==> src/rtl/zt_sram_pkg.sv <==
package zt_sram_pkg;
    localparam int BEAT_W = 2;

    // offset of beat n within a 4-word group
    function automatic logic [BEAT_W-1:0] beat_offset(
        input logic [BEAT_W-1:0] start,
        input logic [BEAT_W-1:0] n,
        input logic              linear
    );
        return linear ? (start + n) : (start ^ n);
    endfunction
endpackage

==> src/rtl/zt_burst_beat.sv <==
module zt_burst_beat
    import zt_sram_pkg::*;
(
    input  logic [BEAT_W-1:0] start,
    input  logic [BEAT_W-1:0] beat,
    input  logic              linear,
    output logic [BEAT_W-1:0] offset
);
    assign offset = beat_offset(start, beat, linear);
endmodule

==> src/rtl/zt_lane_merge.sv <==
module zt_lane_merge #(
    parameter int LANES  = 4,
    parameter int LANE_W = 9
) (
    input  logic [LANES*LANE_W-1:0] old_word,
    input  logic [LANES*LANE_W-1:0] new_word,
    input  logic [LANES-1:0]        lane_en,
    output logic [LANES*LANE_W-1:0] merged
);
    for (genvar g = 0; g < LANES; g++) begin : g_lane
        assign merged[g*LANE_W +: LANE_W] =
            lane_en[g] ? new_word[g*LANE_W +: LANE_W] : old_word[g*LANE_W +: LANE_W];
    end
endmodule

==> src/rtl/zt_sram.sv <==
module zt_sram
    import zt_sram_pkg::*;
#(
    parameter int ADDR_W = 6,
    parameter int LANES  = 4,
    parameter int LANE_W = 9,
    parameter int DATA_W = LANES * LANE_W
) (
    input  logic              clk,
    input  logic              rst_n,
    input  logic              clk_en,
    input  logic              ce0,
    input  logic              ce1,
    input  logic              ce2,
    input  logic              we,
    input  logic              adv,
    input  logic [ADDR_W-1:0] addr,
    input  logic [LANES-1:0]  lane_we,
    input  logic [DATA_W-1:0] wdata,
    input  logic              pipe_mode,
    input  logic              burst_lin,
    input  logic              oe,
    input  logic              sleep,
    output logic [DATA_W-1:0] dq_out,
    output logic              dq_drive
);
    localparam int DEPTH = 2 ** ADDR_W;

    typedef struct packed {
        logic              vld;
        logic              wr;
        logic [ADDR_W-1:0] addr;
        logic [LANES-1:0]  lanes;
    } cmd_t;

    typedef struct packed {
        cmd_t              s1;
        cmd_t              s2;
        logic [ADDR_W-1:0] base;
        logic [BEAT_W-1:0] cnt;
        logic              bwr;
        logic              bact;
        logic [DATA_W-1:0] rd;
        logic              drv;
    } state_t;

    state_t st_d, st_q;
    cmd_t   dcmd;

    logic [DATA_W-1:0] mem [DEPTH];
    logic [DATA_W-1:0] rd_word, wr_word;
    logic [BEAT_W-1:0] cnt_inc, beat_off;
    logic              go_new, go_cont, wr_fire;

    // command in the data slot: stage 1 (flow-through) or stage 2 (pipelined)
    assign dcmd    = pipe_mode ? st_q.s2 : st_q.s1;
    assign rd_word = mem[dcmd.addr];
    assign wr_fire = clk_en && dcmd.vld && dcmd.wr;
    assign cnt_inc = st_q.cnt + 2'd1;

    zt_burst_beat u_beat (
        .start  (st_q.base[BEAT_W-1:0]),
        .beat   (cnt_inc),
        .linear (burst_lin),
        .offset (beat_off)
    );

    zt_lane_merge #(.LANES(LANES), .LANE_W(LANE_W)) u_merge (
        .old_word (rd_word),
        .new_word (wdata),
        .lane_en  (dcmd.lanes),
        .merged   (wr_word)
    );

    always_comb begin
        st_d     = st_q;
        go_new   = !sleep && !adv && ce0 && ce1 && ce2;
        go_cont  = !sleep && adv && st_q.bact;
        st_d.s1  = '0;
        st_d.s1.lanes = lane_we;
        if (go_new) begin
            st_d.s1.vld  = 1'b1;
            st_d.s1.wr   = we;
            st_d.s1.addr = addr;
            st_d.base    = addr;
            st_d.cnt     = '0;
            st_d.bwr     = we;
            st_d.bact    = 1'b1;
        end else if (go_cont) begin
            st_d.s1.vld  = 1'b1;
            st_d.s1.wr   = st_q.bwr;
            st_d.s1.addr = {st_q.base[ADDR_W-1:BEAT_W], beat_off};
            st_d.cnt     = cnt_inc;
        end else begin
            st_d.bact    = 1'b0;
        end
        st_d.s2  = st_q.s1;
        st_d.drv = dcmd.vld && !dcmd.wr;
        if (dcmd.vld && !dcmd.wr) begin
            st_d.rd = rd_word;
        end
    end

    always_ff @(posedge clk or negedge rst_n) begin
        if (!rst_n) begin
            st_q <= '0;
        end else if (clk_en) begin
            st_q <= st_d;
        end
    end

    always_ff @(posedge clk) begin
        if (wr_fire) begin
            mem[dcmd.addr] <= wr_word;
        end
    end

    assign dq_drive = st_q.drv && oe && !sleep;
    assign dq_out   = dq_drive ? st_q.rd : '0;

    // ---------------- assertions ----------------
    assert_deselect_R1: assert property (@(posedge clk) disable iff (!rst_n)
        (clk_en && !adv && !(ce0 && ce1 && ce2)) |=> !st_q.s1.vld);

    assert_read_slot_R2: assert property (@(posedge clk) disable iff (!rst_n)
        ($rose(st_q.drv)) |-> $past(dcmd.vld && !dcmd.wr));

    assert_write_no_drive_R4: assert property (@(posedge clk) disable iff (!rst_n)
        (clk_en && dcmd.vld && dcmd.wr) |=> !st_q.drv);

    assert_burst_page_R6: assert property (@(posedge clk) disable iff (!rst_n)
        (clk_en && adv && !sleep && st_q.bact) |=>
            (st_q.s1.vld && st_q.s1.addr[ADDR_W-1:BEAT_W] == $past(st_q.base[ADDR_W-1:BEAT_W])));

    assert_sleep_deselect_R8: assert property (@(posedge clk) disable iff (!rst_n)
        (clk_en && sleep) |=> (!st_q.s1.vld && !st_q.bact));

    assert_stall_hold_R9: assert property (@(posedge clk) disable iff (!rst_n)
        (!clk_en) |=> ($stable(st_q.rd) && $stable(st_q.drv) && $stable(st_q.s1)));
endmodule

==> config.mk <==
export PLATFORM = sky130hd
export DESIGN_NAME = zt_sram
export DESIGN_NICKNAME = d
export VERILOG_FILES = /design/src/rtl/zt_sram_pkg.sv /design/src/rtl/zt_burst_beat.sv /design/src/rtl/zt_lane_merge.sv /design/src/rtl/zt_sram.sv
export SDC_FILE = /design/constraint.sdc
export NUM_CORES = 2
export LEC_CHECK = 0
export ABC_AREA = 1
export BUFFER_PORTS_ARGS = -buffer_cell sky130_fd_sc_hd__buf_2
export CORE_UTILIZATION = 52
export CTS_BUF_LIST = sky130_fd_sc_hd__clkbuf_16
export CTS_CLUSTER_DIAMETER = 40
export DETAILED_ROUTE_END_ITERATION = 8
export PLACE_DENSITY_LB_ADDON = 0.15
export RECOVER_POWER = 100
export SLEW_MARGIN = 20
export SYNTH_ARGS = -nofsm -noshare
export SYNTH_HDL_FRONTEND = slang
export SYNTH_SLANG_ARGS = --single-unit
==> constraint.sdc <==
create_clock -name clk -period 7.7 [get_ports clk]
set_clock_uncertainty 0.2 [all_clocks]
set_input_delay 1.54 -clock clk [delete_from_list [all_inputs] [get_ports clk]]
set_output_delay 1.54 -clock clk [all_outputs]
set_load 0.05 [all_outputs]
==> metrics.cfg <==
[yosys]
synth_area_leaders=sky130_fd_sc_hd__edfxtp_1 69%, sky130_fd_sc_hd__nand2_1 23%, sky130_fd_sc_hd__nand3_1 2.4%
post_synth_instance_area_um2=100900
synth-edff-count=2304
synthAdderAreaFrac=0.0001240
synthTopCellsByCount=6295 x sky130_fd_sc_hd__nand2_1, 2304 x sky130_fd_sc_hd__edfxtp_1, 484 x sky130_fd_sc_hd__nand3_1, 238 x sky130_fd_sc_hd__buf_2, 231 x sky130_fd_sc_hd__clkbuf_1
post_synth_and_or_nand_nor_area_fraction=0.2666
main_combinational_cell_family_by_area_after_synthesis=simple AND/OR/NAND/NOR gates
muxShareOfSynthArea=0
yosys_register_bits=2375
xor_xnor_cell_area_share_of_the_yosys_netlist=0.0002604
synth_compound_gate_area_share=0.002517
ys_warn_count=0
synth_cell_type_count=27
ys_seq_area_frac=0.7033
synthDominantAreaCellType=sky130_fd_sc_hd__edfxtp_1
ys.flop_type=sky130_fd_sc_hd__edfxtp_1
yosys.cell_count.top_type=sky130_fd_sc_hd__nand2_1
synth_nets=10101
synth_largest_type_area_fraction=0.6857
syn-mean-instance-area_um2=10.05
netlist_instances=10042
proportion_of_synthesized_flip_flops_having_asynchronous_set_or_reset=0.02989

[floorplan]
die_h_um=442.5
boundaryPins=95
floorplan.die_area_um2=195800
rows=161
fp.coreArea_um2=192600
start_util=0.5240
die_width_um=442.5

[critical_path]
worstPathArrival_ns=7.08
worst_path_cell_trace=clkbuf_1 > inv_2 > nand2_1 > nand2_4 > nor2_1 > nand3_1 > clkbuf_1 > nor2_1 > buf_12
critical_path.endpoint_type=flip-flop
crit_path_start_kind=input pin
crit_path_class=in -> reg
crit_path_max_fanout=22
r2r-start=st_d[51]$_DFFE_PN0P_
timing.critical_path.slowest_stage_cell=sky130_fd_sc_hd__nor2_1
worst_ep_required_time_ns=8.12
crit_start=pipe_mode
critical-path-max-stage-delay_ns=2.08

[route]
detail-route-antenna-nets=0
route.detailed.vias_per_inst=5.619
drc=0
routedWlPerCell_um=24.15
drt-initial-drc-count=8841
drt_pre_antenna_iters=6
totalWireLength_mm=312.8
routed-via-count=72777

[placement]
placement.io_buffers=94
detailed_place_hpwl_mm=161.7
globalplace.congestion=0.8508

[min_path]
hold_path_class=reg -> reg
hold_path_startpoint=st_q[41]$_DFFE_PN0P_

[cts]
cts.reportedPaths.clkPinSlew_ns=0.05
post-cts-setup-buffers=0
insertion_delay_ns=0.97
number_of_buffers_on_the_longest_clock_path=4
cts_inserted_buffers=334
tritoncts=built
post_cts_hold_buffer_count=0
htree_num_levels=5
root_buffer=sky130_fd_sc_hd__clkbuf_16
clock-sinks=2375
postCtsResizedCells=0

[timing]
setup_tns_ns=0
layout_min_cycle_time_ns=6.664
hold_violations=0
transition_at_the_pin_with_the_smallest_max_transition_slack_ns=3.054
fmaxAchievable_mhz=150.1
fin_max_slew_vios=1578
max_slew_margin=-1.036
fin_crit_sh=0.8655
rsz0062_at_grt=no
finalSetupViolCount=0

[global_routing]
first_global_vias=68830
globalRouteOverflowTotal=0
global_route.usage.total=0.3178
maximum_number_of_pins_on_one_net_before_global_route_repair=174
global_route_wire_length_before_repair_mm=457.9
antenna_found_initial=4

[pwr]
power.density_nw_per_um2=276.0
cellLeakagePower_nw=48.26
peakVddDrop_mv=0.1835
report.power.total_mw=32.04

[run_status]
status=complete, but fails checks
violated_checks=capacitance limit, slew limit

[final_layout]
finish.net_count=10233
areaGrowthSynthToFinish_pct=15.06
post_route_cells_drive_above_1_share=0.08060

[flow_run]
maxCapViolations=55

[per-stage QoR]
stage / area (um2) / worst slack [ns] / hold slack, ns / util / std cells
finish: 116100 / 1.036 / 0.2798 / 0.6029 / 12952
global route: 116100 / 0.9579 / 0.3117 / 0.6028 / 12949
CTS: 116700 / 2.196 / 0.2797 / 0.6062 / 12948
detailed placement: 105800 / 1.213 / 0.2666 / 0.5492 / 12364
floorplan: 100900 / 0.7953 / 0.2427 / - / 10042
global placement: 105800 / 1.234 / 0.2575 / 0.5492 / 12364
[final cells by class]
class / count / area [um2]
fill: 15694 / 76480
sequential: 2375 / 70960
multi-input combinational: 7018 / 27610
clock buffer: 338 / 8458
tap: 2526 / 3161
timing repair buffer: 328 / 2925
clock inverter: 246 / 2531
inverter: 117 / 444.2
antenna: 4 / 10.01
[report_power, final]
| part | switching [mW] | total (mW) | internal (mW) |
|---|---|---|---|
| Sequential | 0.0459 | 14.7 | 14.7 |
| Clock | 5.82 | 15.2 | 9.36 |
| Combinational | 1.70 | 2.15 | 0.444 |
| Total | 7.57 | 32.0 | 24.5 |
[state kept, by name, summed over array words and instances (netlist names)]
signal  flops
mem      2304
st_q       59
st_d       12
[cell usage in the layout (no fill, tap or decap), types with 8 or more instances in the layout]
master / n
sky130_fd_sc_hd__edfxtp_1: 2304
sky130_fd_sc_hd__clkinv_2: 37
sky130_fd_sc_hd__nor2_1: 140
sky130_fd_sc_hd__clkinv_4: 27
sky130_fd_sc_hd__nor3_4: 8
sky130_fd_sc_hd__nand2_1: 6279
sky130_fd_sc_hd__inv_8: 8
sky130_fd_sc_hd__inv_1: 140
sky130_fd_sc_hd__clkbuf_16: 338
sky130_fd_sc_hd__buf_2: 55
sky130_fd_sc_hd__nand2_2: 13
sky130_fd_sc_hd__clkbuf_1: 86
sky130_fd_sc_hd__buf_12: 80
sky130_fd_sc_hd__nand3_1: 482
sky130_fd_sc_hd__dfrtp_1: 71
sky130_fd_sc_hd__o21ai_0: 27
sky130_fd_sc_hd__clkbuf_2: 31
sky130_fd_sc_hd__nor2_4: 39
sky130_fd_sc_hd__clkinvlp_4: 31
sky130_fd_sc_hd__bufinv_16: 39
sky130_fd_sc_hd__buf_4: 76
sky130_fd_sc_hd__inv_6: 35
sky130_fd_sc_hd__clkinv_1: 36
[cell families (layout without fill, tap and decap cells)]
group                    after synthesis  count (layout)
buffers and inverters                649            1029
AND/OR/NAND/NOR                     6974            6974
other                                  0               4
XOR/XNOR                               3               3
AO/OA/AOI/OAI                         40              40
adder cells (fa/ha/maj)                1               1
flip-flops                          2375            2375
[per-layer routing]
layer,part of all wire,track usage,routed length (um)
met5,0.000042,0,13
met4,0.047,0.1483,14710
met3,0.10,0.05987,32720
met2,0.45,0.4851,141400
met1,0.40,0.4431,123900
[worst paths after layout]
path,to,slack (ns),depth (start not counted)
min in group asynchronous,st_q[0]$_DFFE_PN0P_,0.92,1
min,st_q[41]$_DFFE_PN0P_,0.28,2
min reg2reg,st_q[41]$_DFFE_PN0P_,0.28,2
max,mem[38][4]$_DFFE_PP_,1.04,9
max reg2reg,mem[57][33]$_DFFE_PP_,2.43,8
max in group asynchronous,st_q[32]$_DFFE_PN0P_,2.69,2
[worst max-delay path: cells and delay by family]
kind	cells	cell delay (ns)
buffers and inverters	4	2.00
AND/OR/NAND/NOR	5	3.46
No activity file was read; power rests on OpenSTA's default activity.
